File: src/rtl/tmr_pkg.sv
package tmr_pkg;
  localparam int CTRL_W     = 8;
  localparam int PRESC_W    = 3;
  localparam int PCNT_W     = (1 << PRESC_W) - 1;
  localparam int STOP_TICKS = 2;
  localparam int STOP_W     = $clog2(STOP_TICKS + 1);

  localparam int OFS_IEN    = 'h00;
  localparam int OFS_IST    = 'h04;
  localparam int CH_BASE    = 'h10;
  localparam int CH_STRIDE  = 'h10;
  localparam int OFS_CTRL   = 'h0;
  localparam int OFS_INTV   = 'h4;
  localparam int OFS_CNT    = 'h8;

  typedef struct packed {
    logic                oneshot;
    logic [PRESC_W-1:0]  presc;
    logic [1:0]          src;
    logic                reload;
    logic                en;
  } tmr_ctrl_t;
endpackage

File: src/rtl/tmr_prescale.sv
module tmr_prescale
  import tmr_pkg::*;
(
  input  logic               clk,
  input  logic               rst,
  input  logic               tick_i,
  input  logic               run_i,
  input  logic               clr_i,
  input  logic [PRESC_W-1:0] code_i,
  output logic               step_o
);
  logic [PCNT_W-1:0] pcnt_q;
  logic [PCNT_W-1:0] lim;

  // terminal value 2^code - 1
  always_comb lim = ~({PCNT_W{1'b1}} << code_i);

  assign step_o = tick_i && run_i && (pcnt_q >= lim);

  always_ff @(posedge clk) begin
    if (rst || clr_i) begin
      pcnt_q <= '0;
    end else if (tick_i && run_i) begin
      pcnt_q <= step_o ? '0 : pcnt_q + 1'b1;
    end
  end
endmodule

File: src/rtl/tmr_channel.sv
module tmr_channel
  import tmr_pkg::*;
#(
  parameter int CW = 32
) (
  input  logic          clk,
  input  logic          rst,
  input  logic          tick_i,
  input  logic          ctrl_we_i,
  input  logic          intv_we_i,
  input  logic [CW-1:0] wdata_i,
  output tmr_ctrl_t     ctrl_o,
  output logic [CW-1:0] intv_o,
  output logic [CW-1:0] cnt_o,
  output logic          run_o,
  output logic          expire_o
);
  tmr_ctrl_t         ctrl_q;
  tmr_ctrl_t         wr_ctrl;
  logic [CW-1:0]     intv_q;
  logic [CW-1:0]     cnt_q;
  logic              run_q;
  logic [STOP_W-1:0] stop_q;
  logic              step;
  logic              load;

  assign wr_ctrl  = tmr_ctrl_t'(wdata_i[CTRL_W-1:0]);
  assign load     = ctrl_we_i && wr_ctrl.en && wr_ctrl.reload;
  assign expire_o = step && (cnt_q == CW'(1));

  tmr_prescale u_presc (
    .clk    (clk),
    .rst    (rst),
    .tick_i (tick_i),
    .run_i  (run_q),
    .clr_i  (load),
    .code_i (ctrl_q.presc),
    .step_o (step)
  );

  always_ff @(posedge clk) begin
    if (rst) begin
      ctrl_q <= '0;
      intv_q <= '0;
      cnt_q  <= '0;
      run_q  <= 1'b0;
      stop_q <= '0;
    end else begin
      // pending stop drains on source ticks
      if (tick_i && stop_q != '0) begin
        stop_q <= stop_q - 1'b1;
        if (stop_q == STOP_W'(1)) run_q <= 1'b0;
      end
      if (step) begin
        if (cnt_q == CW'(1)) begin
          if (ctrl_q.oneshot) begin
            cnt_q     <= '0;
            run_q     <= 1'b0;
            ctrl_q.en <= 1'b0;
            stop_q    <= '0;
          end else begin
            cnt_q <= intv_q;
          end
        end else if (cnt_q == '0) begin
          if (!ctrl_q.oneshot) cnt_q <= intv_q;
        end else begin
          cnt_q <= cnt_q - 1'b1;
        end
      end
      if (intv_we_i) intv_q <= wdata_i;
      if (ctrl_we_i) begin
        ctrl_q        <= wr_ctrl;
        ctrl_q.reload <= 1'b0;
        if (load) begin
          cnt_q  <= intv_q;
          run_q  <= 1'b1;
          stop_q <= '0;
        end else if (wr_ctrl.en) begin
          run_q  <= 1'b1;
          stop_q <= '0;
        end else if (run_q && stop_q == '0) begin
          stop_q <= STOP_W'(STOP_TICKS);
        end
      end
    end
  end

  assign ctrl_o = ctrl_q;
  assign intv_o = intv_q;
  assign cnt_o  = cnt_q;
  assign run_o  = run_q;
endmodule

File: src/rtl/tmr_bank.sv
module tmr_bank
  import tmr_pkg::*;
#(
  parameter int NCH = 2,
  parameter int CW  = 32,
  parameter int AW  = 8
) (
  input  logic          clk,
  input  logic          rst,
  input  logic          tick_i,
  input  logic [AW-1:0] bus_addr_i,
  input  logic          bus_we_i,
  input  logic [CW-1:0] bus_wdata_i,
  output logic [CW-1:0] bus_rdata_o,
  output logic          irq_o
);
  tmr_ctrl_t                ctrl_v [NCH];
  logic [NCH-1:0][CW-1:0]   intv_v;
  logic [NCH-1:0][CW-1:0]   cnt_v;
  logic [NCH-1:0]           run_v;
  logic [NCH-1:0]           expire_v;
  logic [NCH-1:0]           wr_ctrl_v;
  logic [NCH-1:0]           wr_intv_v;
  logic [NCH-1:0]           ien_q;
  logic [NCH-1:0]           ist_q;
  logic [CW-1:0]            rdata_q;
  logic [CW-1:0]            rd_mux;
  logic                     irq_q;
  logic                     wr_ien;
  logic                     wr_ist;

  assign wr_ien = bus_we_i && (bus_addr_i == AW'(OFS_IEN));
  assign wr_ist = bus_we_i && (bus_addr_i == AW'(OFS_IST));

  for (genvar g = 0; g < NCH; g++) begin : g_ch
    localparam int BASE = CH_BASE + g * CH_STRIDE;
    assign wr_ctrl_v[g] = bus_we_i && (bus_addr_i == AW'(BASE + OFS_CTRL));
    assign wr_intv_v[g] = bus_we_i && (bus_addr_i == AW'(BASE + OFS_INTV));

    tmr_channel #(.CW(CW)) u_ch (
      .clk       (clk),
      .rst       (rst),
      .tick_i    (tick_i),
      .ctrl_we_i (wr_ctrl_v[g]),
      .intv_we_i (wr_intv_v[g]),
      .wdata_i   (bus_wdata_i),
      .ctrl_o    (ctrl_v[g]),
      .intv_o    (intv_v[g]),
      .cnt_o     (cnt_v[g]),
      .run_o     (run_v[g]),
      .expire_o  (expire_v[g])
    );
  end

  always_comb begin
    rd_mux = '0;
    if (bus_addr_i == AW'(OFS_IEN)) rd_mux = CW'(ien_q);
    if (bus_addr_i == AW'(OFS_IST)) rd_mux = CW'(ist_q);
    for (int c = 0; c < NCH; c++) begin
      if (bus_addr_i == AW'(CH_BASE + c * CH_STRIDE + OFS_CTRL))
        rd_mux = {{(CW-CTRL_W){1'b0}}, ctrl_v[c]};
      if (bus_addr_i == AW'(CH_BASE + c * CH_STRIDE + OFS_INTV))
        rd_mux = intv_v[c];
      if (bus_addr_i == AW'(CH_BASE + c * CH_STRIDE + OFS_CNT))
        rd_mux = cnt_v[c];
    end
  end

  always_ff @(posedge clk) begin
    if (rst) begin
      ien_q   <= '0;
      ist_q   <= '0;
      irq_q   <= 1'b0;
      rdata_q <= '0;
    end else begin
      if (wr_ist) ist_q <= (ist_q & ~bus_wdata_i[NCH-1:0]) | expire_v;
      else        ist_q <= ist_q | expire_v;
      if (wr_ien) ien_q <= bus_wdata_i[NCH-1:0];
      irq_q   <= |(ist_q & ien_q);
      rdata_q <= rd_mux;
    end
  end

  assign bus_rdata_o = rdata_q;
  assign irq_o       = irq_q;
endmodule

File: config.mk
export PLATFORM = sky130hd
export DESIGN_NAME = tmr_bank
export DESIGN_NICKNAME = d
export VERILOG_FILES = /design/src/rtl/tmr_pkg.sv /design/src/rtl/tmr_prescale.sv /design/src/rtl/tmr_channel.sv /design/src/rtl/tmr_bank.sv
export SDC_FILE = /design/constraint.sdc
export NUM_CORES = 1
export LEC_CHECK = 0
export ABC_CLOCK_PERIOD_IN_PS = 8000
export BUFFER_PORTS_ARGS = -buffer_cell sky130_fd_sc_hd__buf_2
export CAP_MARGIN = 20
export CORE_ASPECT_RATIO = 1.1
export CORE_MARGIN = 3
export CORE_UTILIZATION = 36
export DETAILED_ROUTE_END_ITERATION = 8
export SLEW_MARGIN = 15
export SYNTH_ARGS = -nofsm -noshare
export SYNTH_HDL_FRONTEND = slang
export SYNTH_HIERARCHICAL = 1
export SYNTH_SLANG_ARGS = --single-unit
File: constraint.sdc
create_clock -name clk -period 8 [get_ports clk]
set_input_delay 2.4 -clock clk [delete_from_list [all_inputs] [get_ports clk]]
set_output_delay 2.4 -clock clk [all_outputs]
set_load 0.005 [all_outputs]
### Word-level counts from Yosys, hierarchy flattened

Index checks and enable logic that the tools add are counted.

| storage, ports and cells | value |
|---|---|
| flip-flop bits (word level) | 199 |
| output and inout bits | 33 |

| cells by class | value |
|---|---|
| mux-type cells | 65 |
| shifts and indexed selects | 2 |
| order comparisons | 2 |
| reduce and logical (&&, ||, !) cells | 38 |
| bitwise logic cells | 7 |
| add/sub/neg operators | 6 |
| eq/ne operators | 11 |

Operators by type and width:

| cell | count |
|---|---|
| 32-bit two-way mux | 21 |
| 32-bit by 1-bit equality test with 1-bit output (second input constant) | 2 |
| 32-bit zero test | 2 |
| 32-bit by 1-bit subtractor with 32-bit output (second input constant) | 2 |
| 2-bit two-way mux | 18 |
| 8-bit by 5-bit equality test with 1-bit output (second input constant) | 3 |
| 8-bit by 6-bit equality test with 1-bit output (second input constant) | 3 |
| 1-bit two-way mux | 24 |
| 1-bit logical AND | 20 |
| 2-bit nonzero test | 8 |
| 7-bit by 1-bit adder with 7-bit output (second input constant) | 2 |
| 7-bit >= comparator | 2 |
| 7-bit two-way mux | 2 |
| 7-bit NOT | 2 |
| 7-bit by 3-bit left shift with 7-bit output (first input constant) | 2 |
| 8-bit by 3-bit equality test with 1-bit output (second input constant) | 1 |
| 8-bit zero test | 1 |
| 3-bit AND reduction | 2 |
| 2-bit bitwise AND | 2 |
| 2-bit by 1-bit equality test with 1-bit output (second input constant) | 2 |
| 2-bit zero test | 2 |
| 2-bit OR | 2 |
| 2-bit by 1-bit subtractor with 2-bit output (second input constant) | 2 |
| 1-bit logical OR | 2 |
| 2 further kinds | 2 |

### Logic depth before layout (Yosys ltp)

| depth | value |
|---|---|
| depth in word-level cells | 10 |
| depth in mapped cells | 12 |
| mapped depth without buffers | 11 |

### By module

The synthesis kept the hierarchy.

Modules (own cells, without submodules):

| module | times used | area an instance (µm²) | cells each | seq. area each (µm²) |
|---|---|---|---|---|
| tmr_channel at g_ch[0].u_ch | 1 | 4760.8 | 592 | 1481.4 |
| tmr_channel at g_ch[1].u_ch | 1 | 4371.7 | 548 | 1481.4 |
| tmr_bank | 1 | 2326.0 | 289 | 740.7 |
| tmr_prescale | 2 | 504.2 | 62 | 140.1 |

### Least setup slack after synthesis

Ideal clock, no wire load.

| timing path | value |
|---|---|
| path kind | input-to-reg |
| start | in bus_addr_i[7] |
| end | reg g_ch[1].u_ch.u_presc.pcnt_q[0] |
| cell stages on the path | 10 |
| setup slack | 3.439 ns |
| setup time | 0.117 ns |
| arrival time | 4.444 ns |
| required time | 7.883 ns |
| buffers on the path | 3 |
| cells stage by stage | buf_2 > or4b_1 > nor2_1 > nand3_1 > inv_1 > clkbuf_1 > clkbuf_1 > or2_2 > a311o_2 > nor2_1 |

| between the ends | value |
|---|---|
| word-level cells in the longest chain between the ends | 5 |

Ends and longest elaborated chain:

| what | RTL line | source |
|---|---|---|
| from (decl) | tmr_bank.sv:11 | `input logic [AW-1:0] bus_addr_i,` |
| 8-bit by 6-bit equality test with 1-bit output | tmr_bank.sv:37 | `assign wr_ctrl_v[g] = bus_we_i && (bus_addr_i == AW'(BASE + OFS_CTRL));` |
| 1-bit logical AND | tmr_bank.sv:37 |  |
| net wr_ctrl_v[1] | tmr_bank.sv:22 | `logic [NCH-1:0] wr_ctrl_v;` |
| 1-bit logical AND (2 in a row) | tmr_channel.sv:28 | `assign load = ctrl_we_i && wr_ctrl.en && wr_ctrl.reload;` |
| net g_ch[1].u_ch.load | tmr_channel.sv:25 | `logic load;` |
| 1-bit logical OR | tmr_prescale.sv:21 | `if (rst \|\| clr_i) begin` |
| to (signal assigned) | tmr_prescale.sv:24 | `pcnt_q <= step_o ? '0 : pcnt_q + 1'b1;` |
| to (decl) | tmr_prescale.sv:12 | `logic [PCNT_W-1:0] pcnt_q;` |

The timed path passes the listed nets, and every way through them passes these cells.
A chain may end at the register's enable or synchronous reset.

### Worst setup path after layout

| timing path | value |
|---|---|
| start | in bus_addr_i[3] |
| end | reg g_ch[1].u_ch.cnt_q[17] |

| between the ends | value |
|---|---|
| word-level cells in the longest chain between the ends | 6 |

Ends and longest elaborated chain:

| what | RTL line | source |
|---|---|---|
| 8-bit by 6-bit equality test with 1-bit output * | tmr_bank.sv:37 |  |
| 1-bit logical AND * | tmr_bank.sv:37 |  |
| net wr_ctrl_v[1] | tmr_bank.sv:22 |  |
| 1-bit logical AND (2 in a row) | tmr_channel.sv:28 |  |
| 32-bit two-way mux | tmr_channel.sv:74 | `if (load) begin` |
| 32-bit two-way mux * | tmr_channel.sv:71 | `if (ctrl_we_i) begin` |
| to (signal assigned) | tmr_channel.sv:65 | `if (!ctrl_q.oneshot) cnt_q <= intv_q;` |
| to (signal assigned) | tmr_channel.sv:67 | `cnt_q <= cnt_q - 1'b1;` |
| to (signal assigned) | tmr_channel.sv:75 | `cnt_q <= intv_q;` |
| to (decl) | tmr_channel.sv:21 | `logic [CW-1:0] cnt_q;` |

Mark *: on every way through the listed nets, which the timed path passes. The rest lies on a longest branch.

==> results_dict.tcl <==
set metrics [dict create \
    status "finished clean" \
    report.final.setup_viol 0 \
    post_route_drc 0 \
    r2r_cell_count 10 \
    synth.distinct_cells 90 \
    finalHoldWorstSlack_ns 0.486 \
    synth.yosys.warnings 6 \
    clock_tree.root_cell "clkbuf_16" \
    initialDrtViolationCount 1366 \
    comb_power_share_pct 5.3 \
    fillers 3366 \
    cts.repair.resized 0 \
    synth.most_common_cell "nor2_1" \
    grt_use_total_pct 22.5 \
    layout-drive-gt1-share_pct 11.6 \
    syn_area_sq_um 12500 \
    hold_class "reg -> reg" \
    reported_max_cap_violation_count 0 \
    asyncSetResetFlopFracSynth_pct 0 \
    cts_tree "built" \
    seq_power_share_pct 48.3 \
    setup_ws_ns 2.83 \
    fin_nets 1618 \
    buffer_ports.inserted 76 \
    power.clock.fraction_pct 46.4 \
    dp_worst_setup_slack_ns 2.49 \
    avgSynthCellArea_sq_um 8.03 \
    number_of_global_route_vias_before_repair 11500 \
    antenna_cells 0 \
    critical_path.endpoint_type "register" \
    max-slew-margin-rel_pct 23.8 \
    worstMarginPinSlew_ns 1.14 \
    vias 12300 \
    netSwitchingFraction_pct 23.8 \
    synth.top_cells.by_area "dfxtp_1 (32%), mux2i_1 (8.6%), nor2_1 (6.4%)" \
    power_switching_mw 0.490 \
    core.rowCount 70 \
    io-pin-count 77 \
    post-place-cells 1962 \
    final_period_minus_worst_setup_slack_ns 5.17 \
    path_cells "buf_2 -> nor2_1 -> nand3_1 -> nor2_1 -> nand3_1 -> buf_4 -> inv_1 -> buf_4 -> nor2_1 -> a311o_1 -> a31oi_1" \
    clock_tree.htree_level_count 4 \
    yosysTopAreaCellShare_pct 32.0 \
    yosys-top-cells-count "nor2_1 (214), dfxtp_1 (199), mux2i_1 (107)" \
    die_h_um 201 \
    drv_slew 0 \
    critical_path.max_fanout 41 \
    tritoncts_num_sinks 199 \
    postPlaceCellArea_sq_um 13100 \
    dieWidth_um 183 \
    fin_setup_tns_ns 0 \
    postSynthNetCount 1621 \
    synth_cells 1553 \
    seq_area_frac_synth_pct 32.0 \
    first_pass_iters 6 \
    number_of_antenna_violations_at_the_first_check_in_global_routing 0 \
    clock_edge_transition_at_the_registers_on_the_reported_setup_and_hold_paths_ns 0.07 \
    cts_hold_buf 0 \
    cts_made_buffers 17 \
    cp.required_ns 8.27 \
    initial_utilization_pct 37.0 \
    crit_start "bus_addr_i[3]" \
    slowest_delay_ns 0.77 \
    antenna_left 0 \
    hold_path_depth 2 \
    routedWlPerCell_um 21.5 \
    worst_r2r_startpoint "g_ch[1].u_ch/ctrl_o[6]" \
    postCtsSetupRepairBufs 0 \
    gp_congestion 0.959 \
    detailed_place_hpwl_mm 29.7 \
    crit-reg2reg-capture "g_ch[1].u_ch/cnt_o[17]" \
    clock_insertion_delay_worst_skew_ns 0.45 \
    worst_ep_arrival_time_ns 5.44 \
    cp_common_cell "nor2_1" \
    route.final.wire_length_mm 42.8 \
    power-per-cell-area_nw_per_um2 150 \
    report.final.hold_viol_count 0 \
    via_per_inst 6.17 \
    ys_ff_latch 199 \
    core_area_sq_um 33700 \
    synth-edff-count 0 \
    power.internal_mw 1.57 \
    post-synth-top-area-cell "dfxtp_1" \
    pin_count_of_the_biggest_net_entering_global_routing 81 \
    power.ir.vdd_worst_uv 131 \
    leakagePower_nw 4.94 \
    end_point_of_the_critical_path "g_ch[1].u_ch/cnt_o[17]" \
    timing.reg2reg.setup_slack_ns 4.21 \
    most_common_flop_cell_mapped_by_yosys "dfxtp_1" \
    worst-setup-path-type "in -> reg" \
    syn2layout_area_growth_pct 10.0 \
    final.setup_skew_ns 0.0120 \
    min_period_over_period_pct 64.6 \
    grt_overflow_total 0 \
    layoutNonFillerInstCount 1995 \
    stdcell_area_sq_um 13700 \
    fp.dieArea_sq_um 36900 \
    grt_pass1_wl_mm 66.7 \
    timing.fmax_mhz 193 \
    rsz0062_at_grt "false" \
    maximum_buffer_depth_of_the_clock_tree 2 \
    slowest_stage "nor2_1" \
    critical_path.startpoint_type "primary input" \
]
==> cells by family (layout without fill, tap and decap cells) <==
kind of cell               after synthesis  count (layout)  synth area share [%]
adders and majority gates               24              24                  2.41
and+or+nand+nor                        613             613                  26.2
xor gates and xnor gates                45              45                  3.16
AOI/OAI and AO/OA                      404             404                  22.2
buffers and inverters                  157             167                  5.19
muxes                                  109             109                  8.77
other                                    2               2                0.0602
DFF                                    199             199                  32.0
==> worst min path at each step <==
| stage | slack (ns) | startpoint | endpoint |
|---|---|---|---|
| floorplan | 0.46 | g_ch[0].u_ch/ctrl_o[2] | g_ch[0].u_ch/ctrl_o[2] |
| global placement | 0.47 | g_ch[1].u_ch/ctrl_o[0] | g_ch[1].u_ch/ctrl_o[0] |
| detailed placement | 0.48 | g_ch[1].u_ch/ctrl_o[0] | g_ch[1].u_ch/ctrl_o[0] |
| CTS | 0.49 | g_ch[1].u_ch/ctrl_o[0] | g_ch[1].u_ch/ctrl_o[0] |
| global route | 0.51 | g_ch[1].u_ch/ctrl_o[0] | g_ch[1].u_ch/ctrl_o[0] |
| finish | 0.49 | g_ch[1].u_ch/ctrl_o[0] | g_ch[1].u_ch/ctrl_o[0] |
==> final cells by class <==
| cell class | count | area [sq um] | area share [%] |
|---|---|---|---|
| Clock buffer | 19 | 453 | 3.30 |
| Clock inverter | 13 | 191 | 1.40 |
| Inverter | 37 | 139 | 1.01 |
| Multi-Input combinational cell | 1197 | 7850 | 57.2 |
| Sequential cell | 199 | 3980 | 29.0 |
| Tap cell | 432 | 541 | 3.94 |
| Timing Repair Buffer | 98 | 564 | 4.11 |
==> power by group through the flow <==
stage                     logic, mW  clock network (mW)  registers, mW
after global routing          0.119                1.01          0.997
after global placement        0.105                   0           1.02
after floorplan              0.0688                   0           1.02
after CTS                     0.107               0.974          0.996
final                         0.109               0.956          0.996
after detailed placement      0.107                   0           1.02
==> flip-flops by register name, indices dropped and copies added (netlist names) <==
signal and flops:
bus_rdata_o 32, g_ch.u_ch/cnt_o 64, g_ch.u_ch/ctrl_o 14, g_ch.u_ch/intv_o 64
g_ch.u_ch/run_o 2, g_ch.u_ch/stop_q 4, g_ch.u_ch/u_presc/pcnt_q 14, ien_q 2
irq_o 1, ist_q 2
==> placed cells by master (no fill, tap or decap), types with 24 or more instances in the layout <==
cell       n
a21oi_1   75
a22oi_1   56
buf_2     75
dfxtp_1  199
ha_1      24
inv_1     35
mux2i_1  107
nand2_1   84
nand3_1   43
nor2_1   214
nor2b_1   41
nor3_1    50
nor4_1    31
o21ai_0   70
o22ai_1   28
or3_1     31
==> worst max-delay path, delay by kind of cell <==
kind	cells	cell delay, ns
AO/OA/AOI/OAI	2	0.33
AND/OR/NAND/NOR	5	1.17
buffers and inverters	4	1.52
==> metrics by stage <==
stage                     util (%)  power (mW)
after floorplan                  -        1.09
after global placement        38.7        1.12
after detailed placement      38.7        1.13
after CTS                     40.6        2.08
after global routing          40.7        2.13
final                         40.7        2.06
==> metal layers <==
layer / part of all wire, % / GRT usage [%] / vias up
met2: 47 / 35.8 / 544
met5: 0 / 0 / -
li1: - / - / 5745
met1: 44 / 31.2 / 5946
met4: 2.9 / 8.46 / 0
met3: 6.6 / 2.89 / 69
(Power assumes the default switching activity.)
